--- src/rtl/bch_adaptive_fix.sv ---
module bch_adaptive_fix #(
  parameter int M = 7,
  parameter int N = 79,
  parameter int K = 64,
  parameter logic [M-1:0] POLY = 7'h09
) (
  input  logic [M-1:0] s1_i,
  input  logic [M-1:0] s3_i,
  input  logic [1:0]   flag_i,
  input  logic [N-1:0] word_i,
  output logic [K-1:0] data_o,
  output logic         fixed_o,
  output logic         uncorr_o
);
  localparam int P = N - K;

  function automatic logic [M-1:0] xt(input logic [M-1:0] a);
    return {a[M-2:0], 1'b0} ^ (a[M-1] ? POLY : '0);
  endfunction

  function automatic logic [M-1:0] gmul(input logic [M-1:0] a, input logic [M-1:0] b);
    logic [M-1:0] acc, t;
    acc = '0;
    t = a;
    for (int k = 0; k < M; k++) begin
      if (b[k]) acc = acc ^ t;
      t = xt(t);
    end
    return acc;
  endfunction

  function automatic logic [M-1:0] apow(input int e);
    logic [M-1:0] r;
    r = 1;
    for (int k = 0; k < e; k++) r = xt(r);
    return r;
  endfunction

  logic [M-1:0] sq, cu, sig0;
  logic [N-1:0] hit1, hit2, evec;
  logic         two_roots;

  assign sq   = gmul(s1_i, s1_i);
  assign cu   = gmul(sq, s1_i);
  assign sig0 = cu ^ s3_i;

  for (genvar i = 0; i < N; i++) begin : g_pos
    localparam logic [M-1:0] A1 = apow(i);
    localparam logic [M-1:0] A2 = apow(2 * i);
    assign hit1[i] = (s1_i == A1);
    assign hit2[i] = ((sig0 ^ gmul(sq, A1) ^ gmul(s1_i, A2)) == '0);
  end

  assign two_roots = ($countones(hit2) == 2);

  always_comb begin
    case (flag_i)
      2'b01:   evec = hit1;
      2'b10:   evec = two_roots ? hit2 : '0;
      default: evec = '0;
    endcase
  end

  logic [N-1:0] fixed_word;
  assign fixed_word = word_i ^ evec;
  assign data_o     = fixed_word[N-1:P];
  assign fixed_o    = |evec;
  assign uncorr_o   = (flag_i == 2'b11) || (flag_i == 2'b10 && !two_roots);

  always_comb begin

    clean_pass_chk: assert (flag_i != 2'b00 || (data_o == word_i[N-1:P] && !fixed_o));

    single_flip_chk: assert (flag_i != 2'b01 || $onehot0(fixed_word ^ word_i));

    double_flip_chk: assert (flag_i != 2'b10 || uncorr_o || $countones(fixed_word ^ word_i) == 2);

    uncorr_hold_chk: assert (!uncorr_o || (data_o == word_i[N-1:P] && !fixed_o));
  end
endmodule

--- config.mk ---
export PLATFORM = sky130hd
export DESIGN_NAME = bch_adaptive_fix
export DESIGN_NICKNAME = d
export VERILOG_FILES = /design/src/rtl/bch_adaptive_fix.sv
export SDC_FILE = /design/constraint.sdc
export NUM_CORES = 1
export LEC_CHECK = 0
export ABC_AREA = 1
export CAP_MARGIN = 10
export CORE_ASPECT_RATIO = 1.5
export CORE_MARGIN = 4
export CORE_UTILIZATION = 35
export DETAILED_ROUTE_END_ITERATION = 16
export PLACE_DENSITY = 0.63
export REMOVE_ABC_BUFFERS = 1
export SLEW_MARGIN = 30
export SYNTH_ARGS = -nofsm -noshare
export SYNTH_HDL_FRONTEND = slang
export SYNTH_SLANG_ARGS = --single-unit
--- constraint.sdc ---
create_clock -name vclk -period 31
set_input_delay 9.3 -clock vclk [all_inputs]
set_output_delay 9.3 -clock vclk [all_outputs]
set_load 0.1 [all_outputs]
==> results.md <==
- Slew margin rel.: around a third
- Crit start category: primary input
- Fmax: approximately 33 MHz
- Dpl hpwl: around 140000 µm
- Max FO, Critical Path: 24
- Chip height: 344 µm
- Total of max-cap violations: 0
- Vias in the first global route: roughly 30k
- Synth area leader: nand2_1
- Most numerous cell in the Yosys netlist: nand2_1
- Critical Path Sink: fixed_o
- Vias per cell: 5.58
- Synth-to-layout area growth: 20.2%
- Synth top area cells: nand2_1 24%, xor2_1 22%, nand3_1 9.4%
- Dpl cells: a little under 6k
- Worst-Margin Slew: between 1 and 1.5 ns
- Setup violators final: 0
- Full die area: 79600 µm²
- CP endpoint kind: primary output
- Final period util: between 90% and 100%
- Die W: approximately 230 µm
- Hold path cells: 3
- Vias: roughly 33k
- Total wire length: 175000 µm
- Netlist Area Pre-Place: about 26000 µm²
- Seq/Total Area, Yosys: 0%
- CP startpoint: s1_i[2]
- Max-slew violation count: 0
- Status: finished, final reports clean
- Total track usage: a little over two fifths
- Largest net degree at the start of global routing: between 40 and 50
- First-pass GRT wire length: approximately 230000 µm
- GPL Wtd Cong: roughly 1.1
- Required @ worst endpoint: 21.70 ns
- Fillcell total: about 8.3k
- Io pins: 161
- Critical path's most frequent cell: nand2_1
- Initial antenna violation count: 5
- Final Critical Period: approximately 31 ns
- Top cells by instance count after synthesis: 1678 x nand2_1, 674 x xor2_1, 495 x nand3_1, 489 x inv_1, 260 x nor2_1
- Initial Util: between 30% and 40%
- Final Hold Viols: 0
- Post-Synthesis Cells: approximately 4.6k
- Multi-input logic area: about 23000 µm²
- Crit-path max cell delay: ~0.66 ns
- Mean Syn Cell Area: ~5.7 µm²
- Final std cells w/o fill: about 5.9k
- Synth cell types: between 40 and 50
- Fraction of layout cells with a size suffix above 1: between 10% and 20%
- Top cell type's share of synthesized area: around a quarter
- WL/cell: between 20 and 30 µm
- Num sequential: 0
- Port bufs: roughly 150
- DRC errors left: 0
- FF+latch area: 0 µm²
- Pre-antenna DRT Iters: 6
- Core Rows: 122
- CP Data Arrival Time: 21.33 ns
- Core Area: approximately 74000 µm²
- Crit path kind: primary input to primary output
- Global route overflow: 0
- Post-DRT Antenna Nets: 0
- DR iter-0 viols: 3783
- Clkbuf count: 0
- Hold Crit Class: primary input to primary output
- Yosys Warn Count: 0
- Final #Nets: a little over 5k
- Slowest-stage cell, CP: xnor2_2
[worst max-delay path: cells and delay by family]
kind	cells	cell delay (ns)
xor+xnor	3	1.05
simple gates	26	3.90
buf+inv	13	2.15
fa+ha+maj	11	4.65
compound gates	1	0.18
[area by class of cell]
type	instances	area share, %
tap	992	3.93
multi-input combinational	3864	74.0
inverter	535	6.40
timing repair buffer	491	15.6
antenna	2	0.0158
[cells by family after synthesis]
kind of cell,Yosys count,share of synthesized area (%)
compound gates,55,1.17
xor+xnor,931,32.5
fa+ha+maj,152,9.35
buf+inv,729,12.2
simple gates,2726,44.8
[per-stage QoR]
| step | area, µm² | worst slack, ns | TNS, ns | utilization, % | hold slack [ns] |
|---|---|---|---|---|---|
| 6_report | 31600 | 0.374 | 0 | 42.6 | 19.35 |
| 5_1_grt | 31600 | -0.00379 | -0.00379 | 42.6 | 19.36 |
| 2_1_floorplan | 25100 | -2.40 | -148.43 | - | 19.17 |
| 3_5_place_dp | 31200 | 0.0998 | 0 | 42.1 | 19.35 |
| 3_3_place_gp | 31200 | 0.195 | 0 | 42.1 | 19.35 |
| 4_1_cts | 31200 | 0.0877 | 0 | 42.1 | 19.35 |
[how the worst min path moves through the flow]
stage	from	endpoint
2_1_floorplan	word_i[15]	data_o[0]
3_3_place_gp	word_i[16]	data_o[1]
3_5_place_dp	word_i[76]	data_o[61]
4_1_cts	word_i[76]	data_o[61]
5_1_grt	word_i[76]	data_o[61]
6_report	word_i[76]	data_o[61]
[routing by layer]
layer | part of all wire (%) | up-vias | track usage, % | wire length, µm
met3 | 9.7 | 835 | 8.57 | 16900
met5 | 0.0074 | - | 0 | 13
met2 | 43 | 2277 | 67.1 | 75800
met1 | 35 | 15100 | 46.9 | 60400
li1 | - | 14600 | - | -
met4 | 12 | 2 | 37.5 | 21600
[cell usage in the layout, fill, tap and decap left out, types with 9 or more instances in the layout]
master	instances
inv_1	489
nand2_1	1666
o21ai_0	11
nor3_1	9
xnor2_1	225
a21oi_1	20
nand4_1	38
and3_1	14
nand3b_1	52
nor2_1	249
nand3_2	13
fa_1	73
buf_6	16
or2_1	9
nand2_4	18
and2_1	11
inv_2	34
nand2_2	75
xor2_1	672
o21ai_1	12
buf_12	81
nor4_1	21
xnor3_1	10
xor2_2	11
nand3_1	494
nor2_2	13
ha_1	76
buf_4	314
clkdlybuf4s50_1	75
[timing repair]
action                                  in CTS  in global routing
buffers inserted                             0                  6
endpoints found under the setup margin       0                 58
hold buffers                                 0                  0
gates resized for setup                      0                 73
